`config.mk`:
```
export PLATFORM = sky130hd
export DESIGN_NAME = irqc_top
export DESIGN_NICKNAME = d
export VERILOG_FILES = /design/src/rtl/irqc_pkg.sv /design/src/rtl/irqc_flag_bank.sv /design/src/rtl/irqc_enable_regs.sv /design/src/rtl/irqc_prio_sel.sv /design/src/rtl/irqc_latency_seq.sv /design/src/rtl/irqc_top.sv
export SDC_FILE = /design/constraint.sdc
export NUM_CORES = 1
export LEC_CHECK = 0
export ABC_AREA = 1
export CAP_MARGIN = 10
export CORE_MARGIN = 5
export CORE_UTILIZATION = 35
export CTS_BUF_LIST = sky130_fd_sc_hd__clkbuf_16
export DETAILED_ROUTE_END_ITERATION = 8
export GPL_ROUTABILITY_DRIVEN = 0
export GPL_TIMING_DRIVEN = 0
export PLACE_DENSITY = 0.66
export SYNTH_ARGS = -nofsm -noshare
export SYNTH_HDL_FRONTEND = slang
export SYNTH_SLANG_ARGS = --single-unit
```
`constraint.sdc`:
```
create_clock -name clk -period 2.75 [get_ports clk]
set_clock_uncertainty 0.2 [all_clocks]
set_input_delay 0.275 -clock clk [delete_from_list [all_inputs] [get_ports clk]]
set_output_delay 0.275 -clock clk [all_outputs]
set_load 0.01 [all_outputs]
```
`src/rtl/irqc_pkg.sv`:
```
package irqc_pkg;
  localparam int NUM_SRC = 8;
  localparam int SRC_W   = $clog2(NUM_SRC);
  localparam int REG_W   = 4;
  localparam int NUM_REG = NUM_SRC / REG_W;
  localparam int CNT_W   = 2;

  typedef logic [SRC_W-1:0] src_idx_t;

  typedef enum logic [0:0] {
    SEQ_IDLE = 1'b0,
    SEQ_WAIT = 1'b1
  } seq_state_t;
endpackage

```
`src/rtl/irqc_flag_bank.sv`:
```
module irqc_flag_bank #(
  parameter int N = 8
) (
  input  logic         clk,
  input  logic         rst,
  input  logic [N-1:0] req,
  input  logic [N-1:0] clr,
  output logic [N-1:0] flag
);
  for (genvar i = 0; i < N; i++) begin : g_flag
    always_ff @(posedge clk) begin
      if (rst)
        flag[i] <= 1'b0;
      else if (req[i])
        flag[i] <= 1'b1;       // a new request beats a clear in the same cycle
      else if (clr[i])
        flag[i] <= 1'b0;
    end

    a_r11_req_wins: assert property (@(posedge clk) disable iff (rst)
      req[i] |=> flag[i]);
    a_r4_flag_holds: assert property (@(posedge clk) disable iff (rst)
      (flag[i] && !clr[i]) |=> flag[i]);
  end
endmodule

```
`src/rtl/irqc_enable_regs.sv`:
```
module irqc_enable_regs #(
  parameter int W  = 4,
  parameter int NB = 2
) (
  input  logic            clk,
  input  logic            rst,
  input  logic            restore,
  input  logic [W-1:0]    acc_in,
  input  logic [NB-1:0]   wr,
  input  logic [NB-1:0]   rd,
  output logic [NB*W-1:0] en_vec,
  output logic [W-1:0]    acc_out
);
  logic [W-1:0] bank [NB];

  for (genvar b = 0; b < NB; b++) begin : g_bank
    always_ff @(posedge clk) begin
      if (rst || restore)
        bank[b] <= '0;
      else if (wr[b])
        bank[b] <= acc_in;
    end
    assign en_vec[b*W +: W] = bank[b];

    a_r3_restore_clears: assert property (@(posedge clk) disable iff (rst)
      restore |=> (bank[b] == '0));
  end

  logic [W-1:0] rd_mux;
  always_comb begin
    rd_mux = '0;
    for (int b = NB - 1; b >= 0; b--)
      if (rd[b]) rd_mux = bank[b];
  end

  always_ff @(posedge clk) begin
    if (rst) acc_out <= '0;
    else     acc_out <= rd_mux;
  end

  a_r1_idle_read_zero: assert property (@(posedge clk) disable iff (rst)
    (rd == '0) |=> (acc_out == '0));
endmodule

```
`src/rtl/irqc_prio_sel.sv`:
```
module irqc_prio_sel #(
  parameter int N  = 8,
  parameter int IW = $clog2(N)
) (
  input  logic [N-1:0]  qual,
  output logic          any,
  output logic [IW-1:0] idx
);
  always_comb begin
    idx = '0;
    for (int i = N - 1; i >= 0; i--)
      if (qual[i]) idx = IW'(i);
  end
  assign any = |qual;
endmodule

```
`src/rtl/irqc_latency_seq.sv`:
```
module irqc_latency_seq
  import irqc_pkg::*;
#(
  parameter int IW = SRC_W
) (
  input  logic          clk,
  input  logic          rst,
  input  logic          any_qual,
  input  logic [IW-1:0] sel_idx,
  input  logic          multi,
  input  logic          ack,
  output logic          irq,
  output logic [IW-1:0] irq_src,
  output logic          ack_fire
);
  seq_state_t       st;
  logic [CNT_W-1:0] cnt;

  assign ack_fire = ack && irq;

  always_ff @(posedge clk) begin
    if (rst) begin
      st      <= SEQ_IDLE;
      cnt     <= '0;
      irq     <= 1'b0;
      irq_src <= '0;
    end else if (irq) begin
      if (ack) begin
        irq <= 1'b0;
        st  <= SEQ_IDLE;
      end
    end else begin
      case (st)
        SEQ_IDLE: if (any_qual) begin
          st  <= SEQ_WAIT;
          cnt <= multi ? CNT_W'(1) : CNT_W'(0);
        end
        SEQ_WAIT: begin
          if (!any_qual)
            st <= SEQ_IDLE;
          else if (cnt == '0) begin
            irq     <= 1'b1;
            irq_src <= sel_idx;
            st      <= SEQ_IDLE;
          end else
            cnt <= cnt - 1'b1;
        end
        default: st <= SEQ_IDLE;
      endcase
    end
  end

  a_r9_ack_drops: assert property (@(posedge clk) disable iff (rst)
    (ack && irq) |=> !irq);
  a_r9_irq_holds: assert property (@(posedge clk) disable iff (rst)
    (irq && !ack) |=> (irq && $stable(irq_src)));
  a_r13_cancel: assert property (@(posedge clk) disable iff (rst)
    (!irq && st == SEQ_WAIT && !any_qual) |=> !irq);
  a_r6_no_instant: assert property (@(posedge clk) disable iff (rst)
    (!irq && st == SEQ_IDLE) |=> !irq);
endmodule

```
`src/rtl/irqc_top.sv`:
```
module irqc_top
  import irqc_pkg::*;
(
  input  logic               clk,
  input  logic               rst,
  input  logic               lp_restore,
  input  logic [NUM_SRC-1:0] req,
  input  logic [REG_W-1:0]   acc_in,
  input  logic               ena_wr,
  input  logic               enb_wr,
  input  logic               ena_rd,
  input  logic               enb_rd,
  output logic [REG_W-1:0]   acc_out,
  input  logic               gie_set,
  input  logic               gie_clr,
  input  logic               multi_cyc,
  input  logic               poll,
  input  logic [SRC_W-1:0]   poll_src,
  output logic               poll_skip,
  input  logic               irq_ack,
  output logic               irq,
  output logic [SRC_W-1:0]   irq_src
);
  logic [NUM_SRC-1:0] en_vec, flag, clr, qual;
  logic               gie, any_qual, ack_fire, poll_hit;
  src_idx_t           sel_idx;

  irqc_enable_regs #(.W(REG_W), .NB(NUM_REG)) u_en (
    .clk(clk), .rst(rst), .restore(lp_restore), .acc_in(acc_in),
    .wr({enb_wr, ena_wr}), .rd({enb_rd, ena_rd}),
    .en_vec(en_vec), .acc_out(acc_out)
  );

  irqc_flag_bank #(.N(NUM_SRC)) u_flags (
    .clk(clk), .rst(rst), .req(req), .clr(clr), .flag(flag)
  );

  assign qual = flag & en_vec & {NUM_SRC{gie}};

  irqc_prio_sel #(.N(NUM_SRC), .IW(SRC_W)) u_prio (
    .qual(qual), .any(any_qual), .idx(sel_idx)
  );

  irqc_latency_seq #(.IW(SRC_W)) u_seq (
    .clk(clk), .rst(rst), .any_qual(any_qual), .sel_idx(sel_idx),
    .multi(multi_cyc), .ack(irq_ack), .irq(irq), .irq_src(irq_src),
    .ack_fire(ack_fire)
  );

  // polling is honoured only for a source whose interrupt is disabled
  assign poll_hit = poll && !en_vec[poll_src] && flag[poll_src];

  for (genvar i = 0; i < NUM_SRC; i++) begin : g_clr
    assign clr[i] = (ack_fire && irq_src == SRC_W'(i)) ||
                    (poll_hit && poll_src == SRC_W'(i));
  end

  always_ff @(posedge clk) begin
    if (rst) begin
      gie       <= 1'b0;
      poll_skip <= 1'b0;
    end else begin
      poll_skip <= poll_hit;
      if (gie_clr || ack_fire) gie <= 1'b0;
      else if (gie_set)        gie <= 1'b1;
    end
  end

  a_r12_clr_wins: assert property (@(posedge clk) disable iff (rst)
    gie_clr |=> !gie);
  a_r9_ack_clears_gie: assert property (@(posedge clk) disable iff (rst)
    (irq_ack && irq) |=> !gie);
  a_r5_rise_needs_gie: assert property (@(posedge clk) disable iff (rst)
    $rose(irq) |-> $past(gie));
  a_r8_enabled_no_skip: assert property (@(posedge clk) disable iff (rst)
    (poll && en_vec[poll_src]) |=> !poll_skip);
endmodule

```
==> results.cfg, run 1 <==
[sta]
max_slew.worst_pin.slew_ps = 523.4
finalSetupTns_ps = 0
rsz0062_at_grt = false
max_freq_mhz = 557.1
whs_ps = 205.8
slew_violations = 0
setup_violations = 0
hold_violations = 0
max_slew_margin_pct = 65.11
setup_slack_ps = 955.0
min_period_ps = 1795
post-route-period-util_pct = 65.27

[die]
core_area_mm2 = 0.004354
fp.dieH_um = 77.01
die_area_mm2 = 0.005930
die_w_um = 77.01
rows = 24
start_util_pct = 36.09
ios = 36

[synthesis]
netlist_instances = 213
synthFlopType = dfxtp_1
async_flop_share_pct = 0
yosysUniqueCellTypes = 25
yosysWarnings = 0
synth_seq_cells = 29
synth_top_area_share_pct = 26.75
synth_top_area_cell = dfxtp_1
synth_edf_count = 8
syn_area_per_cell_um2 = 7.378
synthTopCellsByArea = dfxtp_1, edfxtp_1, nand2_1
syn_nets = 241
synth_area_mm2 = 0.001572
synth-seq-area-share_pct = 42.04

[power_and_ir_drop]
p_leak_nw = 0.9588
power_density_mw_per_mm2 = 525.7
ir_worst_vdd_v = 0.0002223

[global_routing]
antenna_found_initial = 0
grt_pass1_wl_mm = 6.106
grt_max_degree = 11
grtUsageTotal_pct = 12.97
grt_overflow = 0
grt_pass1_vias = 1317

[routing]
viasPerCell = 4.622
drt_iter0_markers = 40
route.detailed.drc = 0
routed_wirelength_mm = 3.634
final_antenna_net_count = 0
met2_length_mm = 1.621
drt-wirelength-per-cell_um = 11.84
wl_met3_um = 227
drt_first_pass_iters = 5
highest_layer = met4
wl_met1_mm = 1.693
vias = 1419

[clocking]
cts_root_buffer = clkbuf_16
numCtsBuffers = 5
clock_latency_ps = 270
cts_tree = yes
cts.htree.levels = 2
cts_resized = 0
clk_pin_slew_ps = 50
cts_sinks = 29
cts_hold_buf = 0
clock_path_buffers = 2
cts_setup_buffers = 0

[critical_path]
ff2ff_setup_slack_ps = 1250
r2r_start = u_en.bank[1][3]
crit_family = buffers and inverters
cp_cell_sequence = clkdlybuf4s50_1
arrival_ps = 1320
worst-path-max-fanout = 7
crit_path_start_kind = flip-flop
endpoint_kind = primary output
crit_type = flip-flop to primary output
crit_required_ps = 2280
rr_worst_depth = 6
cp_slowest_cell = clkdlybuf4s50_1
reg2reg_to = u_flags.flag[7]
cpPeakStageDelay_ps = 600
critPathBufInv = 1

[layout]
drive_gt1_share_pct = 12.16
nets = 282
synthToLayoutAreaGrowth_pct = 34.47
insertedDiodeCount = 0
design_area_mm2 = 0.002113

[hold_path]
hold_start = poll
min_path_type = input port to flip-flop
hold_depth = 3
hold_end = poll_skip

[place]
hpwlAfterDp_mm = 2.892
portBuffers = 34
place_area_mm2 = 0.001977
place_ws_ps = 647.3

[run_status]
status = completed

[flow_run]
cap_violations = 0
-- power by group --
group          switching [mW]  total, mW  internal (mW)
logic                  0.0687      0.135         0.0662
clock network           0.172      0.495          0.323
registers              0.0177      0.481          0.463
total                   0.258       1.11          0.852
-- placed cells by master (no fill, tap or decap) --
| cell type | count |
|---|---|
| nor2_4 | 1 |
| a21oi_1 | 21 |
| ha_1 | 1 |
| o31ai_1 | 1 |
| clkbuf_1 | 3 |
| a31oi_1 | 4 |
| nand3_1 | 5 |
| inv_1 | 41 |
| nand2_2 | 6 |
| clkbuf_16 | 5 |
| o21ai_1 | 1 |
| nor2_1 | 21 |
| o21ai_0 | 9 |
| buf_6 | 1 |
| clkinv_1 | 1 |
| dfxtp_1 | 21 |
| nand4_1 | 8 |
| nand2_4 | 1 |
| o21bai_1 | 1 |
| nand3_2 | 9 |
| nor2_2 | 6 |
| inv_2 | 1 |
| clkdlybuf4s50_1 | 34 |
| nor4_1 | 1 |
| edfxtp_1 | 8 |
| nand3b_4 | 1 |
| nor3_1 | 1 |
| nand2_1 | 42 |
-- stage by stage --
| stage | std cells | power, mW | utilization [%] |
|---|---|---|---|
| 3_5_place_dp | 299 | 0.6231 | 45.40 |
| 4_1_cts | 307 | 1.121 | 48.53 |
| 5_1_grt | 307 | 1.164 | 48.53 |
| 3_3_place_gp | 299 | 0.6216 | 45.40 |
| 6_report | 307 | 1.111 | 48.53 |
| 2_1_floorplan | 213 | 0.5565 | - |
-- area by class of cell --
cell class              instances  area, µm²
flip-flops and latches         29      660.6
well taps                      52      65.06
fillers                       429       2241
clock buffers                   5      125.1
repair buffers                 34      340.3
plain buffers                   4      22.52
clock inverters                 3      11.26
multi-input cells             140      738.2
inverters                      40      150.1
-- routing by layer --
metal,GRT usage [%],vias to the layer above
li1,-,764
met1,17.10,606
met2,19.44,39
met3,3.279,10
met4,6.701,0
met5,0,-
-- kinds of logic after synthesis --
group / Yosys count / share of synthesized area [%]
flops: 29 / 42.04
buf+inv: 44 / 10.99
compound gates: 37 / 12.42
simple gates: 102 / 33.76
fa+ha+maj: 1 / 0.7961
-- state kept, by name (all words and copies together), names as in the netlist --
signal / count
gie: 1
u_seq.cnt: 2
u_en.bank: 8
u_en.acc_out: 4
u_seq.irq: 1
poll_skip: 1
u_flags.flag: 8
u_seq.st: 1
u_seq.irq_src: 3
-- worst max path at each step --
stage                          start      endpoint  slack [ps]  cells past startpoint
floorplan            u_en.bank[1][2]  u_seq.cnt[1]        1420                      8
global placement                 rst  u_seq.cnt[1]         660                      4
detailed placement               rst  u_seq.cnt[1]         650                      4
CTS                              rst  u_seq.cnt[1]         940                      4
global route                     rst  u_seq.cnt[1]         860                      4
finish              u_seq.irq_src[2]    irq_src[2]         960                      1
-- synth_stat cells (3+ instances only) --
cell and instances:
a31oi_1 4, edfxtp_1 8, dfxtp_1 21, o21ai_0 9, nor2_1 21, nand4_1 8, nand3_2 9, nand3_1 5
nand2_2 6, nand2_1 42, clkbuf_1 3, inv_1 39, nor2_2 6, a21oi_1 21
Note: power is estimated with default switching activity, not from simulation.
==> run 2, diff against run 1 <==
- clock period: 2.75 -> 1.74 ns (I/O delays scaled with it)
==> results.cfg, run 2 (synthesized netlist as in run 1, its figures left out) <==
[power_and_ir_drop]
p_leak_nw = 0.9618
ir_worst_vdd_v = 0.0003512
power_density_mw_per_mm2 = 830.4

[global_routing]
grt_pass1_wl_mm = 6.106
grt_max_degree = 11
antenna_found_initial = 0
grt_pass1_vias = 1317
met1_usage_pct = 17.10
met2_usage_pct = 19.44
grtUsageTotal_pct = 12.97
grt_overflow = 0
met3_usage_pct = 3.279
top_usage_layer = met2

[critical_path]
endpoint_kind = primary output
crit_required_ps = 1370
critPathBufInv = 1
cpPeakStageDelay_ps = 600
arrival_ps = 1320
crit_path_start_kind = flip-flop
crit_family = buffers and inverters
cp_slowest_cell = clkdlybuf4s50_1
worst-path-max-fanout = 7
crit_type = flip-flop to primary output
cp_cell_sequence = clkdlybuf4s50_1

[clocking]
cts.htree.levels = 2
numCtsBuffers = 5
clock_latency_ps = 270
cts_root_buffer = clkbuf_16
cts_tree = yes
clock_path_buffers = 2
clk_pin_slew_ps = 50
cts_sinks = 29

[routing]
drt-wirelength-per-cell_um = 11.83
vias = 1420
drt_iter0_markers = 40
drt_first_pass_iters = 5
routed_wirelength_mm = 3.633
route.detailed.drc = 0
final_antenna_net_count = 0
viasPerCell = 4.625

[place]
place_area_mm2 = 0.001977
hpwlAfterDp_mm = 2.892
portBuffers = 34

[sta]
max_slew.worst_pin.slew_ps = 523.8
setup_violations = 0
slew_violations = 0
hold_violations = 0
min_period_ps = 1694
max_slew_margin_pct = 65.08
max_freq_mhz = 590.3
post-route-period-util_pct = 97.35
rsz0062_at_grt = false

[layout]
synthToLayoutAreaGrowth_pct = 34.55
final_common_cell = nand2_1
insertedDiodeCount = 0
drive_gt1_share_pct = 12.55
design_area_mm2 = 0.002115
layout_common_cells = nand2_1, inv_1, clkdlybuf4s50_1
fillers = 428
reg_top3 = u_en.bank x8, u_flags.flag x8, u_en.acc_out x4
nets = 282
final_core_util_pct = 48.56

[die]
die_w_um = 77.01
rows = 24
start_util_pct = 36.09
fp.dieH_um = 77.01
core_area_mm2 = 0.004354
die_area_mm2 = 0.005930
ios = 36

[hold_path]
min_path_type = input port to flip-flop

[run_status]
status = completed

[flow_run]
cap_violations = 0
-- run 2: metal layers --
layer | wire (µm) | vias to the layer above
met3 | 231 | 10
met1 | 1689 | 606
met4 | 91 | 0
met2 | 1621 | 40
li1 | - | 764
met5 | 0 | -
-- run 2: final timing paths --
| path | from | to | slack, ps | depth (start not counted) |
|---|---|---|---|---|
| max | u_seq.irq_src[2] | irq_src[2] | 50 | 1 |
| min | poll | poll_skip | 110 | 3 |
| max reg2reg | u_en.bank[0][3] | u_flags.flag[0] | 250 | 6 |
| min reg2reg | u_seq.st | u_seq.st | 310 | 2 |
-- run 2: what timing repair did --
action	in CTS	in global routing
hold buffers	0	0
buffers inserted	0	0
resized for setup	0	2
endpoints found under the hold margin	0	0
endpoints found under the setup margin	0	10
-- run 2: report_power, final --
part           leakage, nW  internal, mW  total, mW  switching (mW)
combinational        0.623         0.105      0.213           0.109
clock               0.0738         0.511      0.783           0.272
sequential           0.265         0.732      0.759          0.0279
-- run 2: area by class of cell --
class | instances | area [µm²] | share of cell area (%)
clock inverter | 3 | 11.26 | 0.5325
tap | 52 | 65.06 | 3.077
clock buffer | 5 | 125.1 | 5.917
multi-input combinational | 140 | 738.2 | 34.91
timing repair buffer | 34 | 340.3 | 16.09
buffer | 4 | 23.77 | 1.124
inverter | 40 | 150.1 | 7.101
sequential | 29 | 660.6 | 31.24
-- run 2: through the flow --
stage | worst slack (ps) | setup TNS, ps | cells | power, mW | hold WS [ps]
after floorplan | 411.1 | 0 | 213 | 0.8795 | 52.66
after global placement | -249.8 | -2352 | 299 | 0.9824 | 297.7
after detailed placement | -261.8 | -2481 | 299 | 0.9848 | 304.9
after CTS | 34.62 | 0 | 307 | 1.771 | 95.58
after global routing | 9.472 | 0 | 307 | 1.841 | 162.7
final | 46.08 | 0 | 307 | 1.756 | 106.4
